[config.mk]
export PLATFORM = sky130hd
export DESIGN_NAME = write_status_reporter
export DESIGN_NICKNAME = d
export VERILOG_FILES = /design/src/rtl/wsr_pkg.sv /design/src/rtl/wsr_strobe.sv /design/src/rtl/wsr_toggle.sv /design/src/rtl/wsr_outmux.sv /design/src/rtl/write_status_reporter.sv
export SDC_FILE = /design/constraint.sdc
export NUM_CORES = 1
export LEC_CHECK = 0
export ABC_AREA = 1
export CELL_PAD_IN_SITES_DETAIL_PLACEMENT = 2
export CELL_PAD_IN_SITES_GLOBAL_PLACEMENT = 2
export CORE_ASPECT_RATIO = 0.6
export CORE_MARGIN = 2
export CORE_UTILIZATION = 10
export CTS_CLUSTER_DIAMETER = 120
export DETAILED_ROUTE_END_ITERATION = 6
export PLACE_DENSITY_LB_ADDON = 0.25
export SETUP_SLACK_MARGIN = 0.5
export SYNTH_ARGS = -nofsm -noshare
export SYNTH_HDL_FRONTEND = slang
export SYNTH_SLANG_ARGS = --single-unit
export TNS_END_PERCENT = 100
[constraint.sdc]
create_clock -name clk -period 0.9 [get_ports clk]
set_input_delay 0.09 -clock clk [delete_from_list [all_inputs] [get_ports clk]]
set_output_delay 0.09 -clock clk [all_outputs]
set_load 0.03 [all_outputs]
[src/rtl/wsr_pkg.sv]
// Package: shared constants for the write status reporter.
// Assumes the data width is at least three bits, so that three status bits fit.
package wsr_pkg;
    // Status bits counted down from the top of the data word
    localparam int POLL_OFS  = 1;
    localparam int TGL_OFS   = 2;
    localparam int TIMER_OFS = 3;

    // Phase of the write seen by the read path
    typedef enum logic [1:0] {
        PH_IDLE   = 2'b00,
        PH_LOAD   = 2'b01,
        PH_PROG   = 2'b10,
        PH_LDPROG = 2'b11
    } wr_phase_e;
endpackage

[src/rtl/wsr_strobe.sv]
// Module: wsr_strobe
// Qualifies the read strobes, marks the edge at which a read ends and
// the edge at which a write cycle starts.
// Assumes all inputs are synchronous to clk.
module wsr_strobe
    import wsr_pkg::*;
(
    input  logic clk,
    input  logic rst_n,
    input  logic chip_en_n,
    input  logic out_en_n,
    input  logic wr_en_n,
    input  logic load_active,
    input  logic busy,
    output logic rd_now,
    output logic rd_end,
    output logic wr_act,
    output logic wr_start
);
    logic      rd_q;
    logic      wr_q;
    wr_phase_e phase;

    // Classify the current write phase from the controller flags
    always_comb begin
        phase = wr_phase_e'({busy, load_active});
    end

    // Decode the qualified read and the two edge events
    always_comb begin
        rd_now   = !chip_en_n && !out_en_n && wr_en_n;
        wr_act   = (phase != PH_IDLE);
        rd_end   = rd_q && !rd_now;
        wr_start = wr_act && !wr_q;
    end

    // Remember last cycle's read and write activity
    always_ff @(posedge clk) begin
        if (!rst_n) begin
            rd_q <= 1'b0;
            wr_q <= 1'b0;
        end else begin
            rd_q <= rd_now;
            wr_q <= wr_act;
        end
    end

    // a qualified read excludes write enable low
    p_rd_excl_we_r2: assert property (@(posedge clk) disable iff (!rst_n)
        rd_now |-> wr_en_n);

    // a start event cannot repeat on consecutive edges
    p_start_single_r8: assert property (@(posedge clk) disable iff (!rst_n)
        wr_start |=> !wr_start);
endmodule

[src/rtl/wsr_toggle.sv]
// Module: wsr_toggle
// Holds the alternating status bit. It clears at each write start and
// inverts when a read ends during an active write.
// Assumes the wr_start and rd_end events come from wsr_strobe.
module wsr_toggle (
    input  logic clk,
    input  logic rst_n,
    input  logic wr_act,
    input  logic wr_start,
    input  logic rd_end,
    output logic tgl
);
    // Update the toggle; a write start takes priority over a read end
    always_ff @(posedge clk) begin
        if (!rst_n) begin
            tgl <= 1'b0;
        end else if (wr_start) begin
            tgl <= 1'b0;
        end else if (rd_end && wr_act) begin
            tgl <= !tgl;
        end
    end

    // a new write cycle restarts the toggle at zero
    p_tgl_restart_r8: assert property (@(posedge clk) disable iff (!rst_n)
        wr_start |=> (tgl == 1'b0));

    // a read ending inside a write flips the bit
    p_tgl_flip_r6: assert property (@(posedge clk) disable iff (!rst_n)
        (rd_end && wr_act && !wr_start) |=> (tgl != $past(tgl)));

    // without a read end or a start, the bit holds
    p_tgl_hold_r9: assert property (@(posedge clk) disable iff (!rst_n)
        (!wr_start && !(rd_end && wr_act)) |=> $stable(tgl));
endmodule

[src/rtl/wsr_outmux.sv]
// Module: wsr_outmux
// Builds the read value and the per-bit drive mask from either the array
// data or the three status bits.
// Assumes last_byte is stable while status is reported.
module wsr_outmux
    import wsr_pkg::*;
#(
    parameter int DW = 8
) (
    input  logic          clk,
    input  logic          rst_n,
    input  logic          rd_now,
    input  logic          wr_act,
    input  logic          load_active,
    input  logic          tgl,
    input  logic [DW-1:0] last_byte,
    input  logic [DW-1:0] array_data,
    output logic [DW-1:0] rd_data,
    output logic [DW-1:0] drv_en
);
    localparam int POLL_B  = DW - POLL_OFS;
    localparam int TGL_B   = DW - TGL_OFS;
    localparam int TIMER_B = DW - TIMER_OFS;

    logic [DW-1:0] stat_val;
    logic [DW-1:0] stat_drv;

    // Lay out the status word bit by bit
    for (genvar i = 0; i < DW; i++) begin : g_stat
        if (i == POLL_B) begin : g_poll
            assign stat_val[i] = !last_byte[POLL_B];
            assign stat_drv[i] = 1'b1;
        end else if (i == TGL_B) begin : g_tgl
            assign stat_val[i] = tgl;
            assign stat_drv[i] = 1'b1;
        end else if (i == TIMER_B) begin : g_timer
            assign stat_val[i] = load_active;
            assign stat_drv[i] = 1'b1;
        end else begin : g_float
            assign stat_val[i] = 1'b0;
            assign stat_drv[i] = 1'b0;
        end
    end

    // Choose between idle bus, status word and array data
    always_comb begin
        if (!rd_now) begin
            rd_data = '0;
            drv_en  = '0;
        end else if (wr_act) begin
            rd_data = stat_val;
            drv_en  = stat_drv;
        end else begin
            rd_data = array_data;
            drv_en  = '1;
        end
    end

    // nothing is driven without a qualified read
    p_no_drive_r2: assert property (@(posedge clk) disable iff (!rst_n)
        !rd_now |-> (drv_en == '0));

    // the undriven status lines stay low
    p_float_low_r4: assert property (@(posedge clk) disable iff (!rst_n)
        (rd_now && wr_act) |-> (drv_en[TIMER_B-1:0] == '0 && rd_data[TIMER_B-1:0] == '0));

    // the polling bit inverts the last latched top bit
    p_poll_inv_r5: assert property (@(posedge clk) disable iff (!rst_n)
        (rd_now && wr_act) |-> (rd_data[POLL_B] != last_byte[POLL_B]));

    // an idle read drives every line with array data
    p_pass_r3: assert property (@(posedge clk) disable iff (!rst_n)
        (rd_now && !wr_act) |-> (drv_en == '1 && rd_data == array_data));
endmodule

[src/rtl/write_status_reporter.sv]
// Module: write_status_reporter
// Top level of the read path during writes: array data when idle, and
// polling, toggle and load-timer bits while a write is active.
// Assumes the controller flags and strobes are synchronous to clk.
module write_status_reporter #(
    parameter int DW = 8
) (
    input  logic          clk,
    input  logic          rst_n,
    input  logic          chip_en_n,
    input  logic          out_en_n,
    input  logic          wr_en_n,
    input  logic          load_active,
    input  logic          busy,
    input  logic [DW-1:0] last_byte,
    input  logic [DW-1:0] array_data,
    output logic [DW-1:0] rd_data,
    output logic [DW-1:0] drv_en
);
    logic rd_now;
    logic rd_end;
    logic wr_act;
    logic wr_start;
    logic tgl;

    wsr_strobe u_strobe (
        .clk        (clk),
        .rst_n      (rst_n),
        .chip_en_n  (chip_en_n),
        .out_en_n   (out_en_n),
        .wr_en_n    (wr_en_n),
        .load_active(load_active),
        .busy       (busy),
        .rd_now     (rd_now),
        .rd_end     (rd_end),
        .wr_act     (wr_act),
        .wr_start   (wr_start)
    );

    wsr_toggle u_toggle (
        .clk     (clk),
        .rst_n   (rst_n),
        .wr_act  (wr_act),
        .wr_start(wr_start),
        .rd_end  (rd_end),
        .tgl     (tgl)
    );

    wsr_outmux #(.DW(DW)) u_outmux (
        .clk        (clk),
        .rst_n      (rst_n),
        .rd_now     (rd_now),
        .wr_act     (wr_act),
        .load_active(load_active),
        .tgl        (tgl),
        .last_byte  (last_byte),
        .array_data (array_data),
        .rd_data    (rd_data),
        .drv_en     (drv_en)
    );

    // the timer bit follows the load flag during status reads
    p_timer_bit_r7: assert property (@(posedge clk) disable iff (!rst_n)
        (!chip_en_n && !out_en_n && wr_en_n && (load_active || busy))
            |-> (rd_data[DW-3] == load_active));
endmodule

Word-level counts from Yosys, hierarchy flattened:

Index checks and enable logic that the tools add are counted.

* bits in registers: 3
* bits of input ports: 23
* output and inout port bits: 16
* logic and storage cells: 21

* multiplexer cells: 4
* bitwise operators: 1
* reduce and logical (&&, ||, !) cells: 13

Operators with widths (count)
* $mux 8: 3
* $logic_not 1->1: 6
* $logic_and 1x1->1: 5
* $mux 5: 1
* $reduce_bool 2->1: 1
* $reduce_or 2->1: 1
* $not 1->1: 1

Logic depth before layout (Yosys ltp):

Gate-level depths: netlist (run 1).

* depth in word-level cells: 6
* gate-level depth with buffers: 6
* gate-level depth less buffers: 5

By module:

From an unflattened synthesis (run 1), not the netlist that was laid out.

* cells, all modules: 55
* area, all modules: 320.3 um^2

Modules (own cells, without submodules)
* wsr_outmux: instances 1, cells each 34, area each 176.4 um^2, seq. area each 0.0 um^2
* wsr_strobe: instances 1, cells each 14, area each 96.3 um^2, seq. area each 40.0 um^2
* wsr_toggle: instances 1, cells each 7, area each 47.5 um^2, seq. area each 20.0 um^2

Worst setup path after synthesis (run 1):

Ideal clock, no wire load.

* kind: in2out
* from: input port out_en_n
* to: output port rd_data[6]
* arrival time: 0.943 ns
* data required time: 0.810 ns
* path slack: -0.133 ns
* stages: 5
* buffers on the path: 0
* cells stage by stage: nor2_2 > nand2_4 > inv_2 > o21ai_1 > a21oi_1

* cells in the longest elaborated chain, start to end: 4

Ends and longest elaborated chain
* start: declaration: RTL line write_status_reporter.sv:11 `input logic out_en_n,`
* $logic_not 1->1: RTL line wsr_strobe.sv:31 `rd_now = !chip_en_n && !out_en_n && wr_en_n;`
* $logic_and 1x1->1 (2 in series): RTL line wsr_strobe.sv:31
* via rd_now: RTL line write_status_reporter.sv:20 `logic rd_now;`
* $mux 8: RTL line wsr_outmux.sv:47 `if (!rd_now) begin`
* end: declaration: RTL line write_status_reporter.sv:17 `output logic [DW-1:0] rd_data,`

The timed path passes the listed nets, and every way through them passes these cells.

Final worst setup path (run 1):

* from: register u_toggle.tgl
* to: output port rd_data[6]

* cells in the longest elaborated chain, start to end: 2

Ends and longest elaborated chain
* start: declaration: RTL line wsr_toggle.sv:11 `output logic tgl`
* start signal: assignment: RTL line wsr_toggle.sv:20 `tgl <= !tgl;`
* $mux 8: RTL line wsr_outmux.sv:50 `end else if (wr_act) begin`
* $mux 8: RTL line wsr_outmux.sv:47

Every way passes these cells.

==> impl_metrics.py, run 1 <==
metrics = {
    "timing": {
        "slew_viol_final": 0,
        "relSlewSlack": 0.874,
        "rsz0062_at_grt": "true",
        "worst_pin_slew_ns": 0.187,
        "layout_min_cycle_time_ns": 0.948,
        "skew_ns": 0.00252,
        "fin_crit_sh": 1.05,
        "layout_setup_ws_ns": -0.0481,
        "final-hold-violation-count": 0,
        "setup_viol": 1,
        "max_freq_mhz": 1050,
    },
    "pwr": {
        "powerDensity_nw_per_um2": 878,
        "leakagePower_uw": 0.000425,
        "peakVddDrop_v": 0.000329,
    },
    "synth": {
        "yosys.area.top_type_share": 0.201,
        "syn-cell-area_um2": 299,
        "synth_top_area_cell": "dfxtp_1",
        "ys_top_cells_by_area": "dfxtp_1 20%, buf_4 18%, nor2_1 11%, nand2_1 8.8%, nor2_8 6.7%",
        "ys_seq_elements": 3,
        "synthDistinctLibCells": 15,
        "avgSynthCellArea_um2": 6.80,
        "yosysWarnings": 0,
        "syn-num-nets": 67,
        "ys_seq_area_frac": 0.201,
        "syn-instance-count": 44,
    },
    "cells_and_area": {
        "fin_nets": 109,
        "nFillCells": 328,
        "drive_above_1_share": 0.812,
        "final_cells": 127,
        "multiInputGateArea_um2": 269,
        "n_antenna_cell": 0,
        "design_area_um2": 927,
        "syn2layout_area_growth_pct": 210,
        "final_common_cell": "buf_6",
        "final-seq-area_um2": 62.6,
        "final_cell_mix": "24 x buf_6, 9 x nor2_4, 9 x dlygate4sd2_1, 6 x buf_4, 4 x nand2_4",
    },
    "floorplan": {
        "core_area_um2": 2850,
        "dieArea_um2": 3460,
        "initial_core_util": 0.105,
        "die_y_um": 46.4,
        "chipWidth_um": 74.6,
        "row_count": 15,
        "io_pins": 39,
    },
    "grt": {
        "grt_pass1_wl_mm": 2.10,
        "grt_antenna_before_repair": 0,
        "grt_pass1_vias": 450,
        "grt_overflow": 0,
        "track_usage": 0.0886,
        "grt_max_degree": 7,
    },
    "detailed_routing": {
        "wire_per_inst_um": 10.8,
        "drc": 0,
        "routed_wl_mm": 1.37,
        "first_pass_iters": 2,
        "vias": 433,
        "dr.first_iter.drc_count": 3,
        "wl_met1_um": 540,
        "routed.top_layer": "met3",
        "wl_met3_um": 115,
        "wl_met2_um": 717,
        "drtAntennaViolNets": 0,
        "avgViaCountPerCell": 3.41,
    },
    "clock_network": {
        "hold_buffers": 0,
        "cts_made_buffers": 3,
        "clk_pin_slew_ns": 0.03,
        "cts_tree": "done",
        "worstSkewPairLatency_ns": 0.22,
        "cts_root_buf": "clkbuf_8",
        "clock_sinks": 3,
        "cts_max_level": 1,
        "clk_path_buf_depth": 2,
    },
    "setup_path": {
        "cp.required_ns": 0.81,
        "path_class": "reg -> out",
        "worstPathMaxFanout": 2,
        "slowest_stage": "dfxtp_2",
        "cp_cell_sequence": "inv_2 > a21oi_2 > buf_6",
        "crit_path_start_kind": "register",
        "cpPeakStageDelay_ns": 0.32,
        "critPathArrivalTime_ns": 0.86,
        "end_kind": "output port",
    },
    "placement": {
        "place_congestion": 0.627,
        "dp_hpwl_um": 962,
        "port_buffers": 31,
        "placedCellCount": 115,
        "place_area_um2": 656,
    },
    "status": {
        "violations": "negative setup slack",
        "run_status": "finished, violations left",
    },
    "job": {
        "maxCapViolations": 0,
    },
    "worst_hold_path": {
        "hold_class": "in -> reg",
    },
}
[state kept, by name, indices dropped and copies added (netlist names)]
signal / cells
u_strobe.rd_q: 1
u_strobe.wr_q: 1
u_toggle.tgl: 1
[worst max-delay path: cells and delay by family (launching register included)]
kind                   cells  cell delay [ns]
buffers and inverters      2             0.19
DFF                        1             0.32
AOI/OAI and AO/OA          1             0.13
[routing by layer]
layer | track usage | vias to the layer above
met1 | 0.101 | 203
li1 | - | 209
met5 | 0 | -
met3 | 0.0394 | 0
met2 | 0.143 | 21
met4 | 0.0429 | 0
[report_power, final]
part / leakage [uW] / switching [uW] / internal (uW)
clock: 0.0000228 / 94.5 / 303
combinational: 0.000377 / 137 / 139
sequential: 0.0000256 / 1.51 / 139
[repair_timing]
| item | 4_1_cts | 5_1_grt |
|---|---|---|
| gates resized for setup | 80 | 6 |
| pin swaps | 14 | 12 |
| cloned | 0 | 0 |
| buffers inserted | 4 | 4 |
| setup endpoints to repair | 19 | 19 |
[layout make-up]
class                      count  area share
clock buffer                   4      0.0486
tap                           42      0.0567
inverter                       7      0.0391
sequential                     3      0.0675
timing repair buffer          44       0.498
multi-input combinational     27       0.290
[logic make-up after synthesis]
family                 synth area share
AOI/OAI and AO/OA                 0.138
buffers and inverters             0.264
DFF                               0.201
and+or+nand+nor                   0.398
[cell usage after synthesis]
cell type	number
nand2_1	7
inv_1	5
nor2_4	1
o21ai_1	2
dfxtp_1	3
a21oi_2	1
a211oi_2	1
nor2_8	1
nand3_2	1
nand2_4	1
nor2_2	1
a21oi_1	2
buf_4	7
nor2_1	9
inv_2	2
[stage by stage]
step                      setup slack, ns  hold WS (ns)   util  TNS [ns]  total power, uW
after floorplan                    0.0702         0.217      -         0              243
after global placement             -0.431         0.456  0.230     -6.65              357
after detailed placement           -0.446         0.481  0.230     -6.83              359
after CTS                         -0.0675         0.256  0.306    -0.173              810
after global routing              -0.0855         0.276  0.325    -0.304              866
final                             -0.0481         0.264  0.325   -0.0481              814
[worst paths after layout]
check,startpoint,to,slack [ns],cells after the start
worst max-delay path,u_toggle.tgl,rd_data[6],-0.05,3
worst min-delay path,rst_n,u_strobe.wr_q,0.26,3
worst min register to register,u_strobe.wr_q,u_toggle.tgl,0.53,2
worst max register to register,u_toggle.tgl,u_toggle.tgl,0.08,5
No activity file was read; power rests on OpenSTA's default activity.
==> inputs of run 2 (changes only) <==
Settings changed: CTS_BUF_LIST set to sky130_fd_sc_hd__clkbuf_8.
==> impl_metrics.py, run 2 (synthesized netlist as in run 1, its figures left out) <==
metrics = {
    "setup_path": {
        "r2r_slack_ns": 0.08,
        "cp.required_ns": 0.81,
        "r2r_end": "u_toggle.tgl",
        "crit_path_start_kind": "register",
        "worstPathMaxFanout": 2,
        "end_kind": "output port",
        "ff2ff_path_depth": 5,
        "path_class": "reg -> out",
        "reg2reg_from": "u_toggle.tgl",
        "critPathArrivalTime_ns": 0.86,
    },
    "cells_and_area": {
        "final_cell_mix": "24 x buf_6, 9 x nor2_4, 9 x dlygate4sd2_1, 6 x buf_4, 4 x nand2_4",
        "final_common_cell": "buf_6",
        "n_antenna_cell": 0,
        "top_regs": "u_strobe.rd_q x1, u_strobe.wr_q x1, u_toggle.tgl x1",
        "fin_nets": 109,
        "drive_above_1_share": 0.812,
        "design_area_um2": 927,
        "final_cells": 127,
        "syn2layout_area_growth_pct": 210,
        "nFillCells": 328,
    },
    "clock_network": {
        "worstSkewPairLatency_ns": 0.22,
        "clk_pin_slew_ns": 0.03,
        "clk_path_buf_depth": 2,
        "hold_buffers": 0,
        "cts_tree": "done",
        "clock_sinks": 3,
        "cts_made_buffers": 3,
        "cts_max_level": 1,
        "cts_root_buf": "clkbuf_8",
    },
    "pwr": {
        "powerDensity_nw_per_um2": 866,
        "leakagePower_uw": 0.000430,
        "peakVddDrop_v": 0.000329,
    },
    "timing": {
        "skew_ns": 0.00212,
        "layout_setup_ws_ns": -0.0487,
        "final-hold-violation-count": 0,
        "slew_viol_final": 0,
        "relSlewSlack": 0.874,
        "rsz0062_at_grt": "true",
        "setup_viol": 1,
        "layout_min_cycle_time_ns": 0.949,
        "fin_crit_sh": 1.05,
        "max_freq_mhz": 1050,
        "whs_ns": 0.264,
        "worst_pin_slew_ns": 0.187,
    },
    "floorplan": {
        "dieArea_um2": 3460,
        "core_area_um2": 2850,
        "initial_core_util": 0.105,
        "die_y_um": 46.4,
        "io_pins": 39,
        "chipWidth_um": 74.6,
        "row_count": 15,
    },
    "grt": {
        "grt_pass1_wl_mm": 2.10,
        "track_usage": 0.0886,
        "grt_overflow": 0,
        "grt_max_degree": 7,
        "grt_pass1_vias": 450,
        "grt_antenna_before_repair": 0,
    },
    "worst_hold_path": {
        "min_to": "u_strobe.wr_q",
        "hold_class": "in -> reg",
        "min_path_cells": 3,
        "hold_start": "rst_n",
    },
    "detailed_routing": {
        "drtAntennaViolNets": 0,
        "avgViaCountPerCell": 3.41,
        "routed_wl_mm": 1.37,
        "drc": 0,
        "wire_per_inst_um": 10.8,
        "vias": 433,
        "first_pass_iters": 2,
        "dr.first_iter.drc_count": 3,
    },
    "job": {
        "maxCapViolations": 0,
    },
    "placement": {
        "placedCellCount": 115,
        "place_area_um2": 656,
        "place_congestion": 0.627,
        "port_buffers": 31,
        "dp_hpwl_um": 962,
    },
    "status": {
        "violations": "negative setup slack",
        "run_status": "finished, violations left",
    },
}
## run 2: stage by stage
| stage | setup TNS, ns | utilization | power [uW] | setup slack [ns] |
|---|---|---|---|---|
| after floorplan | 0 | - | 243 | 0.0702 |
| after global placement | -6.65 | 0.230 | 357 | -0.431 |
| after detailed placement | -6.83 | 0.230 | 359 | -0.446 |
| after CTS | -0.173 | 0.306 | 799 | -0.0679 |
| after global routing | -0.305 | 0.325 | 854 | -0.0857 |
| final | -0.0487 | 0.325 | 803 | -0.0487 |
## run 2: layout make-up
cell class,instances,area [um^2],area share
Sequential cell,3,62.6,0.0675
Multi-Input combinational cell,27,269,0.290
Tap cell,42,52.6,0.0567
Timing Repair Buffer,44,462,0.498
Clock inverter,1,3.75,0.00405
Clock buffer,3,41.3,0.0445
Inverter,7,36.3,0.0391
## run 2: power breakdown
part,internal (uW),switching [uW],total [uW],leakage (uW)
clock network,291,95.4,386,0.0000269
registers,139,1.51,140,0.0000256
logic,139,137,276,0.000377
total,569,234,803,0.000430
## run 2: metal layers
| metal | wire [um] | up-vias | global-route usage |
|---|---|---|---|
| li1 | - | 209 | - |
| met2 | 717 | 21 | 0.143 |
| met1 | 540 | 203 | 0.101 |
| met3 | 115 | 0 | 0.0394 |
| met5 | 0 | - | 0 |
| met4 | 0 | 0 | 0.0429 |
## run 2: worst max-delay path by stage
stage / start / end / slack (ns) / depth (start not counted)
2_1_floorplan: out_en_n / rd_data[1] / 0.07 / 3
3_3_place_gp: load_active / rd_data[1] / -0.43 / 6
3_5_place_dp: load_active / rd_data[1] / -0.45 / 6
4_1_cts: u_toggle.tgl / rd_data[6] / -0.07 / 3
5_1_grt: u_toggle.tgl / rd_data[6] / -0.09 / 3
6_report: u_toggle.tgl / rd_data[6] / -0.05 / 3
## run 2: what timing repair did
item	in CTS	in global routing
pin swaps	14	12
setup endpoints to repair	19	19
gates resized for setup	80	6
cloned	0	0
buffers inserted	4	4
endpoints found under the hold margin	0	0
## run 2: critical path, stage by stage, from the launching register on
cell     delay, ns
dfxtp_2       0.32
inv_2         0.04
a21oi_2       0.13
buf_6         0.15
